**src/rtl/dma_req_sel_pkg.sv**
```systemverilog
package dma_req_sel_pkg;
  localparam int REG_W   = 8;
  localparam int CODE_W  = 4;
  localparam int TBL_N   = 1 << CODE_W;
  localparam int TBL_BIT = 6;
  localparam int SWT_BIT = 7;
  localparam int N_GPT   = 5;
  localparam int N_AUXT  = 3;
  localparam int N_CC    = 8;

  localparam logic [CODE_W-1:0] CODE_SWT = 4'b0001;
  localparam logic [REG_W-1:0]  KEEP_MASK = 8'b0100_1111;

  typedef struct packed {
    logic              alt_tbl;
    logic [CODE_W-1:0] code;
  } cause_sel_t;
endpackage

```
**src/rtl/dma_req_sel_reg.sv**
```systemverilog
module dma_req_sel_reg
  import dma_req_sel_pkg::*;
(
  input  logic             clk,
  input  logic             rst_n,
  input  logic             wr_en,
  input  logic [REG_W-1:0] wr_data,
  output logic [REG_W-1:0] rd_data,
  output cause_sel_t       cause,
  output logic             swt_fire
);
  logic [REG_W-1:0] ctrl_q;

  always_ff @(posedge clk or negedge rst_n) begin
    if (!rst_n)     ctrl_q <= '0;
    else if (wr_en) ctrl_q <= wr_data & KEEP_MASK;
  end

  assign rd_data       = ctrl_q;
  assign cause.alt_tbl = ctrl_q[TBL_BIT];
  assign cause.code    = ctrl_q[CODE_W-1:0];

  // trigger decoded from the value being written, not the stored one
  assign swt_fire = wr_en && wr_data[SWT_BIT] && !wr_data[TBL_BIT]
                    && (wr_data[CODE_W-1:0] == CODE_SWT);
endmodule

```
**src/rtl/dma_req_sel_pin.sv**
```systemverilog
module dma_req_sel_pin #(
  parameter int   STAGES = 2,
  parameter logic IDLE   = 1'b1
) (
  input  logic clk,
  input  logic rst_n,
  input  logic pin,
  output logic fall_evt,
  output logic edge_evt
);
  logic [STAGES-1:0] sync_q;
  logic              last_q;

  always_ff @(posedge clk or negedge rst_n) begin
    if (!rst_n) begin
      sync_q <= {STAGES{IDLE}};
      last_q <= IDLE;
    end else begin
      sync_q <= {sync_q[STAGES-2:0], pin};
      last_q <= sync_q[STAGES-1];
    end
  end

  assign fall_evt = last_q && !sync_q[STAGES-1];
  assign edge_evt = last_q ^ sync_q[STAGES-1];
endmodule

```
**src/rtl/dma_req_sel_mux.sv**
```systemverilog
module dma_req_sel_mux
  import dma_req_sel_pkg::*;
(
  input  cause_sel_t        cause,
  input  logic              pin_fall,
  input  logic              pin_edge,
  input  logic [N_GPT-1:0]  gp_tmr,
  input  logic [N_AUXT-1:0] aux_tmr,
  input  logic              s0_tx,
  input  logic              s0_rx,
  input  logic              s2_tx,
  input  logic              s2_rx,
  input  logic              adc,
  input  logic              s1_tx,
  input  logic              cc_base,
  input  logic [N_CC-1:0]   cc_ch,
  output logic              hit
);
  logic [TBL_N-1:0] pri_vec;
  logic [TBL_N-1:0] alt_vec;

  always_comb begin
    pri_vec    = '0;
    pri_vec[0] = pin_fall;
    // slot 1 is the software code, served by the write path
    for (int i = 0; i < N_GPT; i++)  pri_vec[2 + i] = gp_tmr[i];
    for (int i = 0; i < N_AUXT; i++) pri_vec[2 + N_GPT + i] = aux_tmr[i];
    pri_vec[10] = s0_tx;
    pri_vec[11] = s0_rx;
    pri_vec[12] = s2_tx;
    pri_vec[13] = s2_rx;
    pri_vec[14] = adc;
    pri_vec[15] = s1_tx;
  end

  always_comb begin
    alt_vec    = '0;
    alt_vec[0] = cc_base;
    alt_vec[1] = cc_ch[0];
    alt_vec[2] = cc_ch[1];
    alt_vec[3] = pin_edge;
    for (int i = 2; i < N_CC; i++) alt_vec[2 + i] = cc_ch[i];
  end

  assign hit = cause.alt_tbl ? alt_vec[cause.code] : pri_vec[cause.code];
endmodule

```
**src/rtl/dma_req_sel.sv**
```systemverilog
module dma_req_sel
  import dma_req_sel_pkg::*;
#(
  parameter int   SYNC_STAGES = 2,
  parameter logic PIN_IDLE    = 1'b1
) (
  input  logic              clk,
  input  logic              rst_n,
  input  logic              wr_en,
  input  logic [REG_W-1:0]  wr_data,
  output logic [REG_W-1:0]  rd_data,
  input  logic              ext_pin,
  input  logic [N_GPT-1:0]  gp_tmr_evt,
  input  logic [N_AUXT-1:0] aux_tmr_evt,
  input  logic              ser0_tx_evt,
  input  logic              ser0_rx_evt,
  input  logic              ser2_tx_evt,
  input  logic              ser2_rx_evt,
  input  logic              adc_done_evt,
  input  logic              ser1_tx_evt,
  input  logic              cc_base_evt,
  input  logic [N_CC-1:0]   cc_ch_evt,
  output logic              dma_req
);
  cause_sel_t cause;
  logic       swt_fire;
  logic       pin_fall, pin_edge;
  logic       src_hit;
  logic       hold_q;
  logic       req_q;

  dma_req_sel_reg u_reg (
    .clk(clk), .rst_n(rst_n), .wr_en(wr_en), .wr_data(wr_data),
    .rd_data(rd_data), .cause(cause), .swt_fire(swt_fire)
  );

  dma_req_sel_pin #(.STAGES(SYNC_STAGES), .IDLE(PIN_IDLE)) u_pin (
    .clk(clk), .rst_n(rst_n), .pin(ext_pin),
    .fall_evt(pin_fall), .edge_evt(pin_edge)
  );

  dma_req_sel_mux u_mux (
    .cause(cause), .pin_fall(pin_fall), .pin_edge(pin_edge),
    .gp_tmr(gp_tmr_evt), .aux_tmr(aux_tmr_evt),
    .s0_tx(ser0_tx_evt), .s0_rx(ser0_rx_evt),
    .s2_tx(ser2_tx_evt), .s2_rx(ser2_rx_evt),
    .adc(adc_done_evt), .s1_tx(ser1_tx_evt),
    .cc_base(cc_base_evt), .cc_ch(cc_ch_evt), .hit(src_hit)
  );

  // events are blocked in the write cycle and the cycle after it
  always_ff @(posedge clk or negedge rst_n) begin
    if (!rst_n) begin
      hold_q <= 1'b0;
      req_q  <= 1'b0;
    end else begin
      hold_q <= wr_en;
      req_q  <= swt_fire | (src_hit & !wr_en & !hold_q);
    end
  end

  assign dma_req = req_q;
endmodule

```
**config.mk**
```make
export PLATFORM = sky130hd
export DESIGN_NAME = dma_req_sel
export DESIGN_NICKNAME = d
export VERILOG_FILES = /design/src/rtl/dma_req_sel_pkg.sv /design/src/rtl/dma_req_sel_reg.sv /design/src/rtl/dma_req_sel_pin.sv /design/src/rtl/dma_req_sel_mux.sv /design/src/rtl/dma_req_sel.sv
export SDC_FILE = /design/constraint.sdc
export NUM_CORES = 1
export LEC_CHECK = 0
export ABC_AREA = 1
export BUFFER_PORTS_ARGS = -buffer_cell sky130_fd_sc_hd__buf_2
export CAP_MARGIN = 5
export CORE_MARGIN = 3
export CORE_UTILIZATION = 46
export CTS_BUF_LIST = sky130_fd_sc_hd__clkbuf_8
export CTS_CLUSTER_DIAMETER = 50
export DETAILED_ROUTE_END_ITERATION = 12
export PLACE_DENSITY = 0.87
export SKIP_LAST_GASP = 1
export SLEW_MARGIN = 0
export SYNTH_ARGS = -nofsm -noshare
export SYNTH_HDL_FRONTEND = slang
export SYNTH_SLANG_ARGS = --single-unit
```
**constraint.sdc**
```tcl
create_clock -name clk -period 2.28 [get_ports clk]
set_clock_uncertainty 0.2 [all_clocks]
set_input_delay 0 -clock clk [delete_from_list [all_inputs] [get_ports clk]]
set_output_delay 0 -clock clk [all_outputs]
set_load 0.1 [all_outputs]
```
* After elaboration in Yosys (flattened, before gate mapping)
Index checks and enable logic that the tools add are counted.
** Operators by class
- Bitwise logic cells :: 4
- Magnitude comparators :: 1
- Reduce and logical (&&, ||, !) cells :: 8
- Mux-type cells :: 5
- Equal/unequal tests :: 1
** Operator list (count)
- $bmux 1 s4 :: 2
- $lt 4x5->1 const B :: 1
- $eq 4x1->1 const B :: 1
- $logic_and 1x1->1 :: 4
- $logic_not 1->1 :: 4
- $mux 1 :: 3
- $and 1x1->1 :: 2
- $or 1x1->1 :: 1
- $xor 1x1->1 :: 1
** Word-level totals
- Word-level logic and storage cells :: 24
- Output and inout bits :: 9
- Bits in registers :: 10
- Input bits :: 35

* Logic depth before layout (Yosys ltp)
Gate-level depths: netlist (run 1).
- Depth after elaboration :: 8
- Gate-level depth with buffers :: 10
- Mapped depth without buffers :: 10

* Hierarchy
A second synthesis (run 1) with hierarchy kept.
** Unflattened totals
- Cell total of the unflattened synthesis :: 131
- Area total of the unflattened synthesis :: 813.3 um^2
** Modules (own cells, without submodules)
- dma_req_sel_mux :: seq. area each 0.0 um^2, cells each 83, times used 1, area an instance 349.1 um^2
- dma_req_sel_reg :: seq. area each 125.1 um^2, cells each 35, times used 1, area an instance 295.3 um^2
- dma_req_sel_pin :: seq. area each 78.8 um^2, cells each 6, times used 1, area an instance 98.8 um^2
- dma_req_sel :: seq. area each 50.0 um^2, cells each 7, times used 1, area an instance 70.1 um^2

* Worst setup path before layout (run 1)
OpenSTA, ideal clock, no wires.
- Path type :: reg2reg
- From :: register u_reg.ctrl_q[0], in the netlist u_reg.rd_data[0]
- To :: register req_q, in the netlist dma_req
- Cell stages (with the launch flop) :: 11
- Arrival :: 1.783 ns
- Path buffers :: 1
- Path slack :: 0.180 ns
- Library setup time :: 0.117 ns
- Clock period less this slack :: 2.100 ns
- Required time :: 1.963 ns
- Path through :: dfrtp_1 > inv_2 > buf_6 > nand2_1 > nand3_1 > nand2_1 > nand3_1 > nand3_1 > nand2_1 > nand2_1 > nand2_1
** On the way
- Word-level cells in the longest chain between the ends :: 6
- Elaborated cells between the ends (all ways) :: 8
- Those cells by class :: 5 x mux; 3 x bitwise
** Ends and longest elaborated chain
- start: declaration :: line dma_req_sel_reg.sv:12 : logic [REG_W-1:0] ctrl_q;
- start signal: assignment :: line dma_req_sel_reg.sv:16 : else if (wr_en) ctrl_q <= wr_data & KEEP_MASK;
- $bmux 1 s4 :: line dma_req_sel_mux.sv:45 : assign hit = cause.alt_tbl ? alt_vec[cause.code] : pri_vec[cause.code];
- $mux 1 (implied by the code) :: line dma_req_sel_mux.sv:45
- $mux 1 * :: line dma_req_sel_mux.sv:45
- $and 1x1->1 * (2 in series) :: line dma_req_sel.sv:58 : req_q <= swt_fire | (src_hit & !wr_en & !hold_q);
- $or 1x1->1 * :: line dma_req_sel.sv:58
- end signal: assignment :: line dma_req_sel.sv:58
- end: declaration :: line dma_req_sel.sv:30 : logic req_q;
Mark *: on every way between the ends. The rest lies on a longest branch, timed or not. The select of a mux whose other input is x is not followed.
A chain may end at the register's enable or synchronous reset.

* Final worst setup path (run 1)
Same ends and word-level chain as after synthesis.

==> results.md, run 1 <==
- Summed over all layers, the global routing overflow is 0.
- The via count of the first global-routing pass is 756.
- The slowest cell on the critical path is sky130_fd_sc_hd__dfrtp_1.
- The finished layout holds 162 standard cells, fillers aside.
- The top achievable clock speed is 0.589 GHz.
- The latest clock arrival within the worst-skew pair is 0.24 ns.
- The cell-internal power is 412 µW.
- The die height is 44.5 µm.
- The cell area after synthesis is 681 µm².
- The number of hold-slack violations in the final timing report is 0.
- The first global-routing pass estimated 3.09 mm of wire.
- Setup repair after global routing left no endpoint under its margin.
- The post-detailed-route via-to-cell ratio is 4.94.
- Entering global routing, the biggest net connects 15 pins.
- The count of nets left with antenna violations once routing finished came out at 0.
- The worst endpoint data arrival time is 1.62 ns.
- The cell taking the most area after synthesis is sky130_fd_sc_hd__dfrtp_1.
- The power density over the cells is 659 nW/µm².
- The total number of nets in the final design is 184.
- The number of sinks driven by the clock tree is 10.
- The critical path runs through a total of 9 cells.
- In this run, distinct cell masters in the synthesized netlist total 19.
- The count of warnings emitted by yosys is 0.
- The portion of total power attributed to sequential cells is 31.5%.
- The worst register-to-register path ends at dma_req$_DFF_PN0_.
- The count of input and output buffers is 38.
- The final period utilization is 74.5%.
- In the final timing run, aggregate negative setup slack is 0 ns.
- The detailed placement HPWL is 1.26 mm.
- On the final layout, the worst hold slack is 0.0739 ns.
- The signal on the critical path passes through inv_2, nand2_1, nand3_1, nand3_1, nand3_1, nand3_1, nand2_1, nand2_1, nand2_1.
- The fraction of power spent switching nets is 37.9%.
- In this run the biggest area consumer among cell types represents 25.7% of the synthesized area.
- The synthesized flop and latch total is 10.
- Of the cells placed in the final design, the portion with a size suffix greater than 1 is 36.1%.
- The path class of the tightest hold or removal check is in2async.
- Global routing consumed, over all layers together, 21.0% of the routing resources.
- The number of antenna violations at the first check in global routing is 0.
- The first TritonRoute pass finished after 5 iterations.
- After synthesis, flip-flops and latches occupy 37.3% of the total area.
- The switching power is 252 µW.
- The cell count after placement is 148.
- In this run the worst path has a maximum fanout of 14.
- The critical register-to-register path startpoint is u_reg.rd_data[0]$_DFFE_PN0P_.
- The initial standard-cell utilization of the core is 50.4%.
- From synthesis to final layout, the design area changed by 48.0%.
- The worst path in the final design needs a cycle of 1.70 ns, including I/O delays and setup.
- In the layout the commonest cells are 40 x sky130_fd_sc_hd__nand2_1, 38 x sky130_fd_sc_hd__buf_2, 15 x sky130_fd_sc_hd__nand3_1.
- The setup path with the least slack is of type reg2reg.
- Combinational logic burns 34.6% of the power.
- Summing over every cut layer, the via total after detailed routing is 800.
- Counting every instance in the synthesized netlist gives 99.
- After layout, the worst setup slack is 0.581 ns.
- The launch point of the worst path is u_reg.rd_data[0]$_DFFE_PN0P_.
- In this run the core area contains 13 standard-cell rows.
- In this run the clock root is driven by a sky130_fd_sc_hd__clkbuf_8.
- The static leakage is 0.000577 µW.
- IR analysis of the VDD net gives a maximum drop of 0.000400 V.
- Pin placement for this block handled 44 I/O pins.
- The worst-case register-to-register setup slack is 0.58 ns.
- Leaving out fill and tap cells, the most frequent cell in the layout is sky130_fd_sc_hd__nand2_1.
- The maximum buffer depth of the clock tree is 2.
- CTS built an H-tree with a depth of 1.
- The worst path buffer plus inverter count is 1.
- Wires add up to 1.92 mm.
- The clock-pin transition on the worst setup and hold timing paths is 0.05 ns.
- The timing endpoint of the critical path is dma_req$_DFF_PN0_.
- The worst setup path is captured at a flip-flop.
- The run finished with clean final reports.
- A synthesized cell averages 6.88 µm².
- The number of max-slew violations in the final report was 0.
- The number of clock buffers inserted by TritonCTS is 3.
- The required time at the endpoint of the critical path is 2.20 ns.
- The multi-input combinational cells in the finished layout cover a total of 344 µm².
- At the placement stage, the worst setup path has a slack of 0.583 ns.
- The width of the die is 44.5 µm.
- Max-cap violations in this run came to 0.
- The area of the placeable core is 1350 µm².
- The post-cts sizing count is 0.
- The final weighted congestion in routability-driven placement is 0.796.
- The floorplan step defined a die boundary enclosing 1980 µm².
- The delay contributed by the slowest stage of the critical path is 0.60 ns.
- The proportion of power drawn by the clock network is 33.8%.
- Measured in cells, the most critical reg-to-reg path has a length of 9.
- Among cell families on the critical path, the largest total delay comes from flip-flops.
- The combined flip-flop and latch cell area is 254 µm².
- The layout has 109 filler cells.
- By area the synthesized netlist is led by sky130_fd_sc_hd__dfrtp_1 26%, sky130_fd_sc_hd__nand2_1 22%, sky130_fd_sc_hd__dfstp_2 12%.
- The average routed wire per standard cell is 11.9 µm.
- The number of failing setup endpoints in the final timing report is 0.
- TritonCTS built the clock tree.
- The number of antenna diodes is 0.
- For this run, design rule violations remaining after detail routing come to 0.
- The critical path startpoint category is a flip-flop.
- The first routing iteration left 19 violations.
==> routing by layer <==
layer	GRT usage, %	vias to the layer above	wire (µm)
met3	3.25	3	189
met1	22.4	342	710
met5	0	-	0
met2	41.5	53	1020
li1	-	402	-
met4	5.42	0	8
==> power groups by stage <==
stage / Combinational (µW) / Clock [µW] / Sequential, µW
after floorplan: 102 / 0 / 276
after global placement: 211 / 0 / 211
after detailed placement: 215 / 0 / 212
after CTS: 228 / 224 / 209
after global routing: 248 / 238 / 212
final: 230 / 225 / 209
==> worst register-to-register path, delay by kind of cell, from the launching register on <==
family                 cells  cell delay, ns
buffers and inverters      1            0.22
and+or+nand+nor            8            0.55
DFF                        1            0.60
==> through the flow <==
step / area (µm²) / util [%] / power, µW
3_5_place_dp: 852 / 63.1 / 427
3_3_place_gp: 852 / 63.1 / 421
4_1_cts: 1010 / 74.6 / 662
5_1_grt: 1010 / 74.6 / 698
2_1_floorplan: 688 / - / 378
6_report: 1010 / 74.6 / 664
==> cell usage after synthesis <==
master,n
sky130_fd_sc_hd__dfrtp_1,7
sky130_fd_sc_hd__inv_1,10
sky130_fd_sc_hd__nand3_1,15
sky130_fd_sc_hd__inv_2,2
sky130_fd_sc_hd__o21ai_0,5
sky130_fd_sc_hd__buf_4,4
sky130_fd_sc_hd__nand4_1,1
sky130_fd_sc_hd__a31oi_1,1
sky130_fd_sc_hd__nor4_1,1
sky130_fd_sc_hd__clkbuf_1,1
sky130_fd_sc_hd__or2_2,1
sky130_fd_sc_hd__dfstp_2,3
sky130_fd_sc_hd__nand3_2,3
sky130_fd_sc_hd__a21oi_2,1
sky130_fd_sc_hd__nand2_2,1
sky130_fd_sc_hd__ha_1,1
sky130_fd_sc_hd__conb_1,1
sky130_fd_sc_hd__nand2_1,40
sky130_fd_sc_hd__buf_6,1
==> repair_timing <==
item / in CTS / in global routing
endpoints found under the hold margin: 18 / 0
setup buffers: 0 / 0
hold buffers: 10 / 0
==> state kept, by name (all words and copies together) (netlist names) <==
| name | count |
|---|---|
| u_reg.rd_data | 5 |
| u_pin.sync_q | 2 |
| dma_req | 1 |
| hold_q | 1 |
| u_pin.last_q | 1 |
==> area by class of cell <==
type,count,area share (%)
clock buffer,4,5.47
inverter,12,4.47
multi-input combinational,73,34.2
sequential,10,25.2
tap,15,1.86
timing repair buffer,48,28.8
==> cells by family after synthesis <==
family	share of synthesized area [%]
AOI/OAI and AO/OA	5.88
adders and majority gates	1.84
buffers and inverters	13.2
DFF	37.3
other	0.551
and+or+nand+nor	41.2
==> worst min path at each step <==
stage          slack [ns]  depth (start not counted)                   endpoint
6_report             0.07                          2  u_pin.sync_q[1]$_DFF_PN1_
5_1_grt              0.09                          2  u_pin.sync_q[0]$_DFF_PN1_
4_1_cts              0.07                          2  u_pin.sync_q[0]$_DFF_PN1_
3_5_place_dp        -0.33                          1          dma_req$_DFF_PN0_
3_3_place_gp        -0.34                          1          dma_req$_DFF_PN0_
2_1_floorplan       -0.50                          0          dma_req$_DFF_PN0_
No activity file was read; power rests on OpenSTA's default activity.
==> inputs of run 2 (changes only) <==
CORE_UTILIZATION = 39   (was 46)
PLACE_DENSITY = 0.79   (was 0.87)
clock period = 1.4 ns   (was 2.28 ns; I/O delays follow)
==> results.md, run 2 (same netlist as run 1, synthesis figures left out) <==
- The post-detailed-route via-to-cell ratio is 4.78.
- The cell count of the worst hold path is 7.
- The routed design has 2.11 mm of wire.
- In this run the deepest clock path goes through 2 buffers.
- Entering global routing, the biggest net connects 15 pins.
- Setup violations remaining at the end of the flow were counted as 2.
- Of the cells placed in the final design, the portion with a size suffix greater than 1 is 50.3%.
- The number of max-slew violations in the final report is 0.
- The initialized floorplan defines 14 standard-cell rows.
- The critical path starts at u_reg.rd_data[0]$_DFFE_PN0P_.
- The number of flip-flops in the largest register is 5.
- The total number of nets in the final design is 192.
- The final critical-path required period is 1.49 ns.
- The tree is rooted in a sky130_fd_sc_hd__clkbuf_8.
- The DRC violation count after routing is 0.
- The floorplan step defined a die boundary enclosing 2280 µm².
- The synthesis-to-layout area growth is 70.8%.
- The checks that failed: setup timing.
- Dividing the detail-routed wire length by the instance count gives 12.4 µm.
- The congestion estimate from routability-driven global placement came to 0.791.
- The cell family contributing the most delay on the critical path is flip-flops.
- The first global-routing pass estimated 2.84 mm of wire.
- Counting stages on the worst path, the most repeated cell is sky130_fd_sc_hd__nand2_1.
- The delay contributed by the slowest stage of the critical path is 0.54 ns.
- The number of antenna violations at the first check in global routing is 0.
- The initial standard-cell utilization of the core is 43.2%.
- The slowest stage of the critical path belongs to the cell sky130_fd_sc_hd__dfrtp_4.
- For this design the ratio of total power to cell area is 939 nW/µm².
- The startpoint-to-endpoint class of the critical path is reg2reg.
- 0 antenna diodes ended up in the layout.
- The region available for standard cell placement spans 1580 µm².
- From bottom edge to top edge, the die measures 47.8 µm.
- The via count of the first global-routing pass is 705.
- The top achievable clock speed is 0.669 GHz.
- The signal on the critical path passes through buf_6, nand2_1, nand3_1, nand3_2, nand3_2, nand3_1, nand2_1, nand2_1, nand2_1.
- In this run the worst hold path is classified as in2reg.
- The die is 47.8 µm wide.
- Dividing the final minimum period by the clock period gives 107%.
- Across the run, the number of max-cap violations was 0.
- Once detail routing completed, the nets flagged for antenna violations numbered 0.
- Measured in cells, the most critical reg-to-reg path has a length of 9.
- At the worst endpoint, the arrival time is 1.42 ns.
- The worst register-to-register path begins at u_reg.rd_data[0]$_DFFE_PN0P_.
- The run finished, with violations left.
- For this design, the sink count on the clock tree is 10.
- STA classifies the critical path startpoint as a flip-flop.
- In the layout the commonest cells are 37 x sky130_fd_sc_hd__buf_2, 36 x sky130_fd_sc_hd__nand2_1, 10 x sky130_fd_sc_hd__inv_1, 10 x sky130_fd_sc_hd__dlygate4sd3_1.
- For the worst setup path, the data required time is 1.33 ns.
- The finished cells cover 1160 µm².
- In this run the worst path has a maximum fanout of 6.
- For this block, the initial DRC count from the detailed router was 15.
- Counting both buffers and inverters, the worst setup path holds a total of 1.
- The worst hold path begins at cc_ch_evt[6].
- The final worst-path setup slack is -0.0943 ns.
- The top-level I/O count is 44.
- Summed over all cells, the static leakage comes to 0.000633 µW.
- The routed via count is 818.
- The count of TritonRoute iterations in the first routing pass is 5.
- The total cell area at the placement stage is 897 µm².
- The number of hold-slack violations in the final timing report came to 0.
- Setup repair after global routing could not meet its margin everywhere.
- TritonCTS created 3 clock buffers.
- In this run the number of H-tree levels came out at 1.
- At the later pin of the worst-skew pair, clock insertion delay measures 0.22 ns.
- The clock-pin transition on the worst setup and hold timing paths is 0.05 ns.
- The aggregate global-route resource usage is 17.9%.
- The aggregate global routing overflow is 0.
- Detailed placement ended at an HPWL of 1.31 mm.
- The count of input and output buffers is 38.
- The maximum resistive drop on vdd is 0.000735 V.
- The count of cell instances traversed by the critical path is 9.
- The category of the worst setup path capture point is a flip-flop.
- The library cell used most frequently in the layout, excluding fill and tap cells, is sky130_fd_sc_hd__buf_2.
- Timing analysis after detailed placement gives a worst setup slack of -0.200 ns.
- TritonCTS built the clock tree.
-- run 2: cell types whose count changed in the layout (fill, tap and decap cells not counted), moves of 4 or more --
cell	delta
sky130_fd_sc_hd__nand3_1	-6
sky130_fd_sc_hd__dfrtp_1	-5
sky130_fd_sc_hd__nand2_2	+4
sky130_fd_sc_hd__nand2_1	-4
sky130_fd_sc_hd__nand3_2	+6
sky130_fd_sc_hd__buf_4	+5
-- run 2: worst paths after layout --
path / end / slack, ns
worst max-delay path: dma_req$_DFF_PN0_ / -0.09
worst min-delay path: dma_req$_DFF_PN0_ / 0.09
worst max register to register: dma_req$_DFF_PN0_ / -0.09
worst min register to register: u_pin.sync_q[1]$_DFF_PN1_ / 0.15
max in group asynchronous: u_reg.rd_data[0]$_DFFE_PN0P_ / 0.08
min in group asynchronous: u_pin.sync_q[0]$_DFF_PN1_ / 0.11
-- run 2: power by group --
group / internal, µW / switching [µW]
clock network: 191 / 101
registers: 320 / 23.8
logic: 158 / 298
-- run 2: worst min-delay path, stage by stage --
cell	delay, ns
sky130_fd_sc_hd__buf_2	0.08
sky130_fd_sc_hd__nand2_1	0.04
sky130_fd_sc_hd__nand2_1	0.06
sky130_fd_sc_hd__a31oi_2	0.09
sky130_fd_sc_hd__a21oi_2	0.13
sky130_fd_sc_hd__nand2_1	0.05
sky130_fd_sc_hd__nand2_1	0.04
-- run 2: layer usage --
| metal | up-vias | part of all wire [%] | GRT usage [%] |
|---|---|---|---|
| li1 | 420 | - | - |
| met1 | 356 | 42 | 21.0 |
| met2 | 40 | 50 | 31.9 |
| met3 | 2 | 7.2 | 2.63 |
| met4 | 0 | 0.52 | 8.06 |
| met5 | - | 0 | 0 |
-- run 2: through the flow --
step / hold WS, ns / util [%] / setup TNS, ns / power, µW / std cells
2_1_floorplan: -0.496 / - / -0.206 / 626 / 101
3_3_place_gp: -0.333 / 56.9 / -0.158 / 715 / 151
3_5_place_dp: -0.327 / 56.9 / -0.200 / 721 / 151
4_1_cts: 0.0541 / 67.7 / -0.129 / 1050 / 166
5_1_grt: 0.100 / 73.7 / -0.269 / 1160 / 171
6_report: 0.0854 / 73.7 / -0.118 / 1090 / 171
-- run 2: what timing repair did --
| item | 4_1_cts | 5_1_grt |
|---|---|---|
| buffers inserted | 1 | 5 |
| resized for setup | 4 | 16 |
| hold endpoints to repair | 18 | 0 |
| pin swaps | 6 | 15 |
| cloned | 0 | 0 |
| setup endpoints to repair | 1 | 2 |
| hold buffers | 10 | 0 |
-- run 2: layout make-up --
cell class	instances	area, µm²
fill	137	414
multi-input combinational	73	403
timing repair buffer	56	377
sequential	10	265
inverter	12	52.6
clock buffer	3	41.3
tap	16	20.0
clock inverter	1	3.75
==> inputs of run 3 (changes only) <==
CORE_UTILIZATION = 43   (was 39)
PLACE_DENSITY = 0.82   (was 0.79)
clock period = 1.55 ns   (was 1.4 ns; I/O delays follow)
==> results.md, run 3 (same netlist as run 1, synthesis figures left out) <==
- The run finished with clean final reports.
- The final period utilization is 99.1%.
- In the final routed layout, each cell accounts on average for 11.7 µm.
- The largest single stage delay on the critical path is 0.56 ns.
- The required time at the endpoint of the critical path is 1.52 ns.
- CTS built an H-tree with a depth of 1.
- STA puts the critical path data arrival time at 1.50 ns.
- The register with the most flip-flops in the layout has 5 of them.
- Of all nets on the critical path, the largest fanout is 14.
- The first global-routing pass estimated 3.04 mm of wire.
- Power comes to 926 µW.
- The number of DRC violations after detailed-routing iteration 0 is 8.
- The total cell area at the placement stage is 873 µm².
- The most common library cell in the layout ignoring fill and taps is sky130_fd_sc_hd__nand2_1.
- The final critical-path required period is 1.54 ns.
- The finished layout cell area is 1040 µm².
- The final layout contains 185 nets.
- The number of antenna violations at the first check in global routing is 0.
- The aggregate global-route resource usage is 20.2%.
- For the worst flop-to-flop path, the logic depth is 9.
- At the end of routability-driven placement, the weighted congestion stood at 0.873.
- Setup repair after global routing could not meet its margin everywhere.
- The synthesis-to-layout area growth is 52.2%.
- Across the run, the number of max-cap violations was 0.
- In this run the static leakage power is 0.000574 µW.
- In this run the worst hold path is classified as in2async.
- Entering global routing, the biggest net connects 15 pins.
- The category of the worst setup path capture point is a flip-flop.
- The first detailed-routing pass took 4 iterations.
- The cell family contributing the most delay on the critical path is flip-flops.
- The antenna violation net count after detailed routing is 0.
- In this design, the critical path's most frequently occurring cell is sky130_fd_sc_hd__nand2_1.
- The clock tree root buffer cell is sky130_fd_sc_hd__clkbuf_8.
- The signal on the critical path passes through inv_6, nand2_1, nand3_1, nand2_1, nand2_1, nand3_2, a21oi_2, nand2_1, nand2_1.
- Hold is met by 0.0951 ns.
- The number of max-slew violations in the final report is 0.
- The number of buffers inserted to repair setup after CTS is 0.
- The latest clock arrival within the worst-skew pair is 0.23 ns.
- The number of antenna diodes is 0.
- The die outline area is 2100 µm².
- The detailed placement HPWL is 1.40 mm.
- In this run the power density over the cells is 894 nW/µm².
- The slowest cell on the critical path is sky130_fd_sc_hd__dfrtp_4.
- The worst-case IR drop observed on VDD is 0.000538 V.
- The startpoint-to-endpoint class of the critical path is reg2reg.
- The width of the die is 45.8 µm.
- The critical path startpoint category is a flip-flop.
- The number of failing setup endpoints in the final timing report is 0.
- The count of input and output buffers is 38.
- In this run the critical register-to-register path is captured at dma_req$_DFF_PN0_.
- The worst path buffer plus inverter count is 1.
- The worst-case register-to-register setup slack is 0.01 ns.
- The aggregate global routing overflow is 0.
- The critical register-to-register path startpoint is u_reg.rd_data[0]$_DFFE_PN0P_.
- The CTS tree is built.
- The top cell types in the final layout, fill and taps aside, are 39 x sky130_fd_sc_hd__nand2_1, 38 x sky130_fd_sc_hd__buf_2, 15 x sky130_fd_sc_hd__nand3_1.
- The floorplan step set the die height to 45.8 µm.
- The number of hold-slack violations in the final timing report is 0.
- The total wire length is 1.90 mm.
- The top-level I/O count is 44.
- The maximum buffer depth of the clock tree is 2.
- The number of sinks driven by the clock tree is 10.
- The top achievable clock speed is 0.651 GHz.
- Clock-pin slew was measured on the worst setup and hold paths at 0.05 ns.
- After detailed routing, the number of remaining DRC violations is 0.
- The ratio of cells with drive above 1 in the final layout is 41.2%.
- The initial utilization of the core area, before any placement, comes to 48.7%.
- The via count of the first global-routing pass is 788.
- Counting the buffers created by CTS gives 3.
- For this block, the via count after detailed routing is 801.
- The count of standard-cell rows is 13.
- The post-detailed-route via-to-cell ratio is 4.91.
- In this run the standard cell core region covers 1400 µm².
run 3: cell count changes in the layout (fill, tap and decap cells not counted), moves of 3 or more:
cell | previous run | this run
sky130_fd_sc_hd__buf_6 | 3 | 0
sky130_fd_sc_hd__nand3_2 | 9 | 3
sky130_fd_sc_hd__buf_4 | 5 | 1
sky130_fd_sc_hd__nand2_2 | 5 | 2
sky130_fd_sc_hd__nand2_1 | 36 | 39
sky130_fd_sc_hd__nand3_1 | 9 | 15
run 3: metal layers:
metal | vias to the layer above | part of all wire, % | global-route usage, %
met5 | - | 0 | 0
met4 | 0 | 0 | 6.82
met1 | 358 | 39 | 20.4
met2 | 38 | 50 | 39.8
met3 | 0 | 11 | 3.95
li1 | 405 | - | -
run 3: worst max-delay path by stage:
| stage | startpoint | endpoint | slack, ns | cells past startpoint |
|---|---|---|---|---|
| 2_1_floorplan | u_reg.rd_data[0]$_DFFE_PN0P_ | dma_req$_DFF_PN0_ | -0.06 | 10 |
| 3_3_place_gp | u_pin.sync_q[1]$_DFF_PN1_ | dma_req$_DFF_PN0_ | -0.005 | 9 |
| 3_5_place_dp | u_pin.sync_q[1]$_DFF_PN1_ | dma_req$_DFF_PN0_ | -0.05 | 9 |
| 4_1_cts | u_pin.sync_q[1]$_DFF_PN1_ | dma_req$_DFF_PN0_ | -0.007 | 9 |
| 5_1_grt | u_pin.sync_q[1]$_DFF_PN1_ | dma_req$_DFF_PN0_ | -0.07 | 9 |
| 6_report | u_reg.rd_data[0]$_DFFE_PN0P_ | dma_req$_DFF_PN0_ | 0.01 | 9 |
run 3: metrics by stage:
| step | util, % | setup WS (ns) | std cells | TNS, ns |
|---|---|---|---|---|
| after floorplan | - | -0.0559 | 101 | -0.0559 |
| after global placement | 62.4 | -0.00501 | 149 | -0.00501 |
| after detailed placement | 62.4 | -0.0529 | 149 | -0.0529 |
| after CTS | 73.9 | -0.00653 | 163 | -0.00653 |
| after global routing | 74.1 | -0.0655 | 163 | -0.0655 |
| final | 74.1 | 0.0140 | 163 | 0 |
run 3: power breakdown:
group | internal, µW | total [µW] | switching (µW)
registers | 289 | 314 | 24.6
clock network | 172 | 263 | 90.7
logic | 105 | 349 | 244
run 3: worst reg2reg max path: stages, from the launching register on:
cell	delay [ns]
sky130_fd_sc_hd__dfrtp_4	0.56
sky130_fd_sc_hd__inv_6	0.15
sky130_fd_sc_hd__nand2_1	0.07
sky130_fd_sc_hd__nand3_1	0.07
sky130_fd_sc_hd__nand2_1	0.06
sky130_fd_sc_hd__nand2_1	0.07
sky130_fd_sc_hd__nand3_2	0.08
sky130_fd_sc_hd__a21oi_2	0.11
sky130_fd_sc_hd__nand2_1	0.06
sky130_fd_sc_hd__nand2_1	0.06
run 3: area by class of cell:
type | count | area [µm²]
Fill cell | 114 | 363
Multi-Input combinational cell | 73 | 359
Timing Repair Buffer | 49 | 298
Sequential cell | 10 | 265
Inverter | 12 | 50.0
Clock buffer | 3 | 41.3
Tap cell | 15 | 18.8
Clock inverter | 1 | 3.75
run 3: repair_timing:
action | in CTS | in global routing
pin swaps | 6 | 5
endpoints found under the setup margin | 1 | 1
hold buffers | 10 | 0
hold endpoints to repair | 18 | 0
resized for setup | 3 | 1
